<file path="src/rtl/qenc_pkg.sv">
package qenc_pkg;

    typedef enum logic [2:0] {
        QM_OFF     = 3'b000,
        QM_TIMER   = 3'b001,
        QM_DIS_A   = 3'b010,
        QM_DIS_B   = 3'b011,
        QM_X2_IDX  = 3'b100,
        QM_X2_MAX  = 3'b101,
        QM_X4_IDX  = 3'b110,
        QM_X4_MAX  = 3'b111
    } qmode_e;

    // Control word layout, bit 7 down to bit 0
    typedef struct packed {
        logic   err;
        logic   idx_lvl;
        logic   dir;
        logic   dir_oe;
        logic   swap;
        qmode_e mode;
    } ctrl_view_t;

    localparam int CTRL_W = $bits(ctrl_view_t);
    localparam int ERR_BIT = 7;
    localparam int DIR_BIT = 5;

    typedef struct packed {
        logic step;
        logic up;
        logic idx_rise;
    } dec_ev_t;

    localparam logic [1:0] ADDR_CTRL = 2'd0;
    localparam logic [1:0] ADDR_CNT  = 2'd1;
    localparam logic [1:0] ADDR_MAX  = 2'd2;

    function automatic logic is_enc(qmode_e m);
        return m[2];
    endfunction

    function automatic logic is_x4(qmode_e m);
        return m[2] & m[1];
    endfunction

    function automatic logic is_idx_mode(qmode_e m);
        return m[2] & ~m[0];
    endfunction

endpackage

</file>
<file path="src/rtl/qenc_sync.sv">
module qenc_sync #(
    parameter int WIDTH = 3,
    parameter int STAGES = 2
) (
    input  logic             clk,
    input  logic             rst,
    input  logic [WIDTH-1:0] d_i,
    output logic [WIDTH-1:0] q_o
);
    for (genvar g = 0; g < WIDTH; g++) begin : g_bit
        logic [STAGES-1:0] chain;
        always_ff @(posedge clk) begin
            if (rst) chain <= '0;
            else     chain <= {chain[STAGES-2:0], d_i[g]};
        end
        assign q_o[g] = chain[STAGES-1];
    end
endmodule

</file>
<file path="src/rtl/qenc_decode.sv">
module qenc_decode
    import qenc_pkg::*;
(
    input  logic    clk,
    input  logic    rst,
    input  logic    a_i,
    input  logic    b_i,
    input  logic    idx_i,
    input  logic    x4_i,
    output dec_ev_t ev_o
);
    logic pa, pb, pidx;
    logic da, db;

    always_ff @(posedge clk) begin
        if (rst) begin
            pa   <= 1'b0;
            pb   <= 1'b0;
            pidx <= 1'b0;
        end else begin
            pa   <= a_i;
            pb   <= b_i;
            pidx <= idx_i;
        end
    end

    assign da = a_i ^ pa;
    assign db = b_i ^ pb;

    always_comb begin
        ev_o.idx_rise = idx_i & ~pidx;
        if (x4_i) begin
            ev_o.step = da ^ db;
            ev_o.up   = a_i ^ pb;
        end else begin
            ev_o.step = da & ~db;
            ev_o.up   = a_i ^ b_i;
        end
    end

    // a double change never yields a step
    a_r13_no_double_step: assert property (@(posedge clk) disable iff (rst)
        (da && db) |-> !ev_o.step);

    // in x2 decoding a step needs a phase A edge
    a_r3_x2_a_only: assert property (@(posedge clk) disable iff (rst)
        (!x4_i && !da) |-> !ev_o.step);
endmodule

</file>
<file path="src/rtl/qenc_poscnt.sv">
module qenc_poscnt
    import qenc_pkg::*;
#(
    parameter int W = 16
) (
    input  logic         clk,
    input  logic         rst,
    input  qmode_e       mode_i,
    input  dec_ev_t      ev_i,
    input  logic [W-1:0] max_i,
    input  logic         cnt_we_i,
    input  logic [W-1:0] cnt_wdata_i,
    input  logic         dir_we_i,
    input  logic         dir_wdata_i,
    input  logic         err_clr_i,
    output logic [W-1:0] cnt_o,
    output logic         dir_o,
    output logic         err_o
);
    localparam logic [W-1:0] ONE = W'(1);

    logic [W-1:0] cnt_n, tgt;
    logic         dir_n, err_n, enc, idxm, step_dir, timer;

    assign enc      = is_enc(mode_i);
    assign idxm     = is_idx_mode(mode_i);
    assign timer    = (mode_i == QM_TIMER);
    assign step_dir = ev_i.step ? ev_i.up : dir_o;
    assign tgt      = step_dir ? '0 : max_i;

    always_comb begin
        cnt_n = cnt_o;
        dir_n = dir_o;
        err_n = err_o & ~err_clr_i;
        if (cnt_we_i) begin
            cnt_n = cnt_wdata_i;
        end else if (timer) begin
            cnt_n = dir_o ? cnt_o + ONE : cnt_o - ONE;
        end else if (enc) begin
            if (idxm && ev_i.idx_rise)
                cnt_n = tgt;
            else if (ev_i.step && ev_i.up)
                cnt_n = (cnt_o == max_i) ? '0 : cnt_o + ONE;
            else if (ev_i.step)
                cnt_n = (cnt_o == '0) ? max_i : cnt_o - ONE;
        end
        if (enc && ev_i.step)
            dir_n = ev_i.up;
        else if (timer && dir_we_i)
            dir_n = dir_wdata_i;
        if (idxm && ev_i.idx_rise && (cnt_o != tgt))
            err_n = 1'b1;
    end

    always_ff @(posedge clk) begin
        if (rst) begin
            cnt_o <= '0;
            dir_o <= 1'b0;
            err_o <= 1'b0;
        end else begin
            cnt_o <= cnt_n;
            dir_o <= dir_n;
            err_o <= err_n;
        end
    end

    // disabled modes hold the count
    a_r8_hold: assert property (@(posedge clk) disable iff (rst)
        (!enc && !timer && !cnt_we_i) |=> (cnt_o == $past(cnt_o)));

    // the error flag cannot rise outside index modes
    a_r6_err_idx_only: assert property (@(posedge clk) disable iff (rst)
        (!err_o && !idxm) |=> !err_o);

    // direction follows the last encoder step
    a_r10_dir_follow: assert property (@(posedge clk) disable iff (rst)
        (enc && ev_i.step) |=> (dir_o == $past(ev_i.up)));

    // up step at the maximum wraps to zero in match modes
    a_r4_wrap_up: assert property (@(posedge clk) disable iff (rst)
        (enc && !idxm && ev_i.step && ev_i.up && cnt_o == max_i && !cnt_we_i)
        |=> (cnt_o == '0));

    // the timer moves every clock
    a_r7_timer_moves: assert property (@(posedge clk) disable iff (rst)
        (timer && !cnt_we_i) |=> (cnt_o != $past(cnt_o)));
endmodule

</file>
<file path="src/rtl/qenc_counter.sv">
module qenc_counter
    import qenc_pkg::*;
#(
    parameter int CNT_W = 16
) (
    input  logic             clk,
    input  logic             rst,
    input  logic             enc_a_i,
    input  logic             enc_b_i,
    input  logic             enc_idx_i,
    input  logic [1:0]       reg_addr,
    input  logic             reg_we,
    input  logic [CNT_W-1:0] reg_wdata,
    output logic [CNT_W-1:0] reg_rdata,
    output logic             dir_o,
    output logic             dir_oe_o
);
    localparam int PAD_W = CNT_W - CTRL_W;

    qmode_e          mode_q;
    logic            swap_q, oe_q;
    logic [CNT_W-1:0] max_q, cnt;
    logic [2:0]      sync_q;
    logic            s_a, s_b, s_idx, dir, err;
    logic            ctrl_we;
    dec_ev_t         ev;
    ctrl_view_t      view;

    assign ctrl_we = reg_we && (reg_addr == ADDR_CTRL);

    always_ff @(posedge clk) begin
        if (rst) begin
            mode_q <= QM_OFF;
            swap_q <= 1'b0;
            oe_q   <= 1'b0;
            max_q  <= '0;
        end else begin
            if (ctrl_we) begin
                mode_q <= qmode_e'(reg_wdata[2:0]);
                swap_q <= reg_wdata[3];
                oe_q   <= reg_wdata[4];
            end
            if (reg_we && reg_addr == ADDR_MAX)
                max_q <= reg_wdata;
        end
    end

    qenc_sync #(.WIDTH(3), .STAGES(2)) i_sync (
        .clk (clk),
        .rst (rst),
        .d_i ({enc_idx_i, enc_b_i, enc_a_i}),
        .q_o (sync_q)
    );

    assign s_a   = swap_q ? sync_q[1] : sync_q[0];
    assign s_b   = swap_q ? sync_q[0] : sync_q[1];
    assign s_idx = sync_q[2];

    qenc_decode i_dec (
        .clk   (clk),
        .rst   (rst),
        .a_i   (s_a),
        .b_i   (s_b),
        .idx_i (s_idx),
        .x4_i  (is_x4(mode_q)),
        .ev_o  (ev)
    );

    qenc_poscnt #(.W(CNT_W)) i_cnt (
        .clk         (clk),
        .rst         (rst),
        .mode_i      (mode_q),
        .ev_i        (ev),
        .max_i       (max_q),
        .cnt_we_i    (reg_we && reg_addr == ADDR_CNT),
        .cnt_wdata_i (reg_wdata),
        .dir_we_i    (ctrl_we),
        .dir_wdata_i (reg_wdata[DIR_BIT]),
        .err_clr_i   (ctrl_we && !reg_wdata[ERR_BIT]),
        .cnt_o       (cnt),
        .dir_o       (dir),
        .err_o       (err)
    );

    always_comb begin
        view.err     = err;
        view.idx_lvl = s_idx;
        view.dir     = dir;
        view.dir_oe  = oe_q;
        view.swap    = swap_q;
        view.mode    = mode_q;
        case (reg_addr)
            ADDR_CTRL: reg_rdata = {{PAD_W{1'b0}}, view};
            ADDR_CNT:  reg_rdata = cnt;
            ADDR_MAX:  reg_rdata = max_q;
            default:   reg_rdata = '0;
        endcase
    end

    assign dir_oe_o = oe_q;
    assign dir_o    = oe_q & dir;

    // the pin is quiet while its drive is disabled
    a_r11_pin_quiet: assert property (@(posedge clk) disable iff (rst)
        !dir_oe_o |-> !dir_o);

    // direction bit is frozen outside timer mode
    a_r7_dir_locked: assert property (@(posedge clk) disable iff (rst)
        (mode_q != QM_TIMER && !is_enc(mode_q)) |=> (dir == $past(dir)));
endmodule

</file>
<file path="config.mk">
export PLATFORM = sky130hd
export DESIGN_NAME = qenc_counter
export DESIGN_NICKNAME = d
export VERILOG_FILES = /design/src/rtl/qenc_pkg.sv /design/src/rtl/qenc_sync.sv /design/src/rtl/qenc_decode.sv /design/src/rtl/qenc_poscnt.sv /design/src/rtl/qenc_counter.sv
export SDC_FILE = /design/constraint.sdc
export NUM_CORES = 1
export LEC_CHECK = 0
export BUFFER_PORTS_ARGS = -buffer_cell sky130_fd_sc_hd__buf_4
export CORE_MARGIN = 2
export CORE_UTILIZATION = 55
export DETAILED_ROUTE_END_ITERATION = 10
export PLACE_DENSITY = 0.86
export SYNTH_ARGS = -nofsm -noshare
export SYNTH_HDL_FRONTEND = slang
export SYNTH_SLANG_ARGS = --single-unit
</file>
<file path="constraint.sdc">
create_clock -name clk -period 2.5 [get_ports clk]
set_input_delay 0.125 -clock clk [delete_from_list [all_inputs] [get_ports clk]]
set_output_delay 0.125 -clock clk [all_outputs]
set_load 0.02 [all_outputs]
</file>
==> flow_summary.ini <==
[run_status]
status = finished with violations
violations = negative setup slack

[sta]
hold_violations = 0
slew_viol_final = 0
grt_setup_unrepaired = yes
min_period_ps = 2720
final.setup_skew_ps = 10.8
setup_ws_ps = -220
setup_viol = 16
fmax_mhz = 368
fin_hold_ws_ps = 12.2
slew_headroom_pct = 48.0
fin_crit_sh_pct = 109
worstMarginPinSlew_ps = 778

[clock_network]
numCtsBuffers = 5
clk_latency_ps = 320
clkSinkCount = 48
clock_path_buffers = 2
path_clk_slew_ps = 110
cts_tree = built
ctsRootBufferMaster = clkbuf_8
htree_levels = 2

[worst_setup_path]
path_max_fanout = 5
rr_worst_depth = 10
worstPathArrival_ps = 2930
slowest_stage = dfxtp_4
endpoint_kind = flop
required_ps = 2710
max_stage_delay_ps = 390
cp_cell_sequence = mux2i_2, xor2_1, ha_1, and3_4, a211o_4, o21ai_4, nor2_1, o32ai_1, o2111ai_1, o31a_1
start_kind = flop
critPathKind = reg2reg

[global_routing]
grt_pass1_vias = 5026
grt-busiest-layer = met2
met1_usage_pct = 59.0
grt_pass1_wl_mm = 27.9
grt_start_max_net_pins = 51
use_met3_pct = 11.5
met2_usage_pct = 64.6
grtUsageTotal_pct = 43.2
antenna_found_initial = 0
grt_overflow = 0

[pwr]
p_leak_nw = 2.18
pwr-share-comb_pct = 47.4
ir_drop_uv = 279
power_density_nw_per_um2 = 485
seq_power_share_pct = 32.7
p_switching_mw = 1.08
p_int_mw = 1.56
switching_share_pct = 40.9
p_clk_share_pct = 19.8

[placed_design]
place_congestion = 1.05
dp_hpwl_mm = 13.4
port_buffers = 41

[synth]
syn_area_um2 = 4160
synthArstFlopShare_pct = 0
synthTopCellsByArea = dfxtp_1, nand2_1, xnor2_1, mux2i_1, a21oi_1
ys_seq_area_share_pct = 23.1
syn_inst = 575
synthDominantCellAreaShare_pct = 23.1
netlist.top_cell.by_area = dfxtp_1
avgSynthCellArea_um2 = 7.24
synth-seq-cells = 48
synth_warnings = 0
synth_ff_type = dfxtp_1
yosysUniqueCellTypes = 65
synthesis.nets = 603
synth_edf_count = 0

[job]
maxCapViolCount = 0

[routing]
vias = 5216
dr.pass1.iters = 8
post_drt_via_cell_ratio = 6.73
drt_iter0_markers = 651
wl_mm = 17.9
wl_per_cell_um = 23.1
ant_nets = 0
drcViolationCount = 0

[layout]
finish.utilization_pct = 74.5
drive_above_1_share_pct = 28.1
num_antenna_cells = 0
num-fill-cells = 594
nNetsFinal = 703
area_delta_synth_final_pct = 30.5

[floorplanning]
die_w_um = 91.0
initial_core_util_pct = 57.1
placementRows = 31
core_area_um2 = 7290
io_pins = 42
die_area_um2 = 8280
die_h_um = 91.0

[worst_hold_path]
min_path_type = in2reg
holdPathStages = 2
[stage by stage]
step / TNS (ps) / worst slack, ps / power [mW] / cells / area [um^2]
after global routing: -2600 / -263 / 2.75 / 775 / 5440
after global placement: -856 / -188 / 1.99 / 762 / 5170
after floorplan: -105 / -75.7 / 1.60 / 575 / 4210
after CTS: -893 / -157 / 2.55 / 774 / 5360
final: -1400 / -220 / 2.64 / 775 / 5440
after detailed placement: -2050 / -312 / 2.01 / 762 / 5170
[cell families (layout without fill, tap and decap cells)]
| family | count (synthesis) | after routing | share of synthesized area, % |
|---|---|---|---|
| AO/OA/AOI/OAI | 165 | 165 | 27.0 |
| XOR/XNOR | 46 | 46 | 9.68 |
| adder cells (fa/ha/maj) | 4 | 4 | 1.20 |
| buffers and inverters | 68 | 169 | 7.00 |
| flip-flops | 48 | 48 | 23.1 |
| multiplexers | 24 | 24 | 5.80 |
| AND/OR/NAND/NOR | 220 | 220 | 26.3 |
[metal layers]
metal / share of wire (%) / wire, um
met1: 39 / 6900
met2: 43 / 7720
met3: 14 / 2480
met4: 4.4 / 788
met5: 0 / 0
[final cells by class]
cell class / count / area, um^2 / share of cell area, %
clock buffers: 5 / 68.8 / 1.27
clock inverters: 3 / 26.3 / 0.483
inverters: 18 / 67.6 / 1.24
multi-input cells: 459 / 3080 / 56.7
flip-flops and latches: 48 / 965 / 17.7
well taps: 99 / 124 / 2.28
repair buffers: 143 / 1100 / 20.3
[critical path, delay by kind of cell, from the launching register on]
family / cells / cell delay, ps
DFF: 1 / 390
and+or+nand+nor: 2 / 250
xor gates and xnor gates: 1 / 180
muxes: 1 / 250
AOI/OAI and AO/OA: 5 / 1280
adders and majority gates: 1 / 260
[flip-flops by register name, indices dropped and copies added (netlist names), 3 cells and up]
name and flops:
mode_q 3, max_q 16, i_sync.g_bit.chain 6, i_cnt.cnt_o 16
[synthesized netlist by cell type (5+ instances only)]
cell type / number
nand4_1: 6
xor2_1: 13
a22o_1: 9
o21ai_0: 31
a221oi_1: 12
nor3_1: 15
a22oi_1: 7
nand2b_1: 6
nand3_1: 16
o22ai_1: 5
dfxtp_1: 48
clkbuf_1: 30
or3_1: 5
and3_1: 5
a21oi_1: 36
nand2_1: 80
nor2_1: 47
buf_2: 14
mux2i_1: 23
a31oi_1: 7
and2_1: 5
a211oi_1: 11
o31ai_1: 6
nor2b_1: 9
xnor2_1: 33
inv_1: 18
[cells in the final DEF (no fill, tap or decap), types with 5 or more instances in the layout]
cell	instances
buf_4	138
nand2_1	80
dfxtp_1	47
nor2_1	45
a21oi_1	36
xnor2_1	32
o21ai_0	29
mux2i_1	21
inv_1	18
nand3_1	15
nor3_1	14
xor2_1	13
a211oi_1	10
nor2b_1	9
a22o_1	9
a221oi_1	8
a22oi_1	7
a31oi_1	7
nand4_1	6
and2_1	5
o22ai_1	5
or3_1	5
nand2b_1	5
o31ai_1	5
clkbuf_8	5
[worst paths after layout]
kind	start	slack, ps	to
worst max-delay path	swap_q$_SDFFE_PP0P_	-220	i_cnt.err_o$_SDFF_PP0_
worst min-delay path	enc_a_i	10	i_sync.g_bit[0].chain[0]$_SDFF_PP0_
worst max register to register	swap_q$_SDFFE_PP0P_	-220	i_cnt.err_o$_SDFF_PP0_
worst min register to register	i_sync.g_bit[2].chain[0]$_SDFF_PP0_	460	i_sync.g_bit[2].chain[1]$_SDFF_PP0_
[power by group through the flow]
stage	clock [mW]	sequential [mW]	combinational (mW)
6_report	0.523	0.863	1.25
5_1_grt	0.553	0.867	1.33
4_1_cts	0.520	0.859	1.17
3_5_place_dp	0	0.876	1.13
3_3_place_gp	0	0.874	1.11
2_1_floorplan	0	0.853	0.747
[what timing repair did]
action,CTS,global route
pin swaps,9,1
cloned,0,0
gates resized for setup,16,15
hold endpoints to repair,0,0
hold buffers,0,0
setup buffers,4,1
setup endpoints to repair,16,17
No activity file was read; power rests on OpenSTA's default activity.
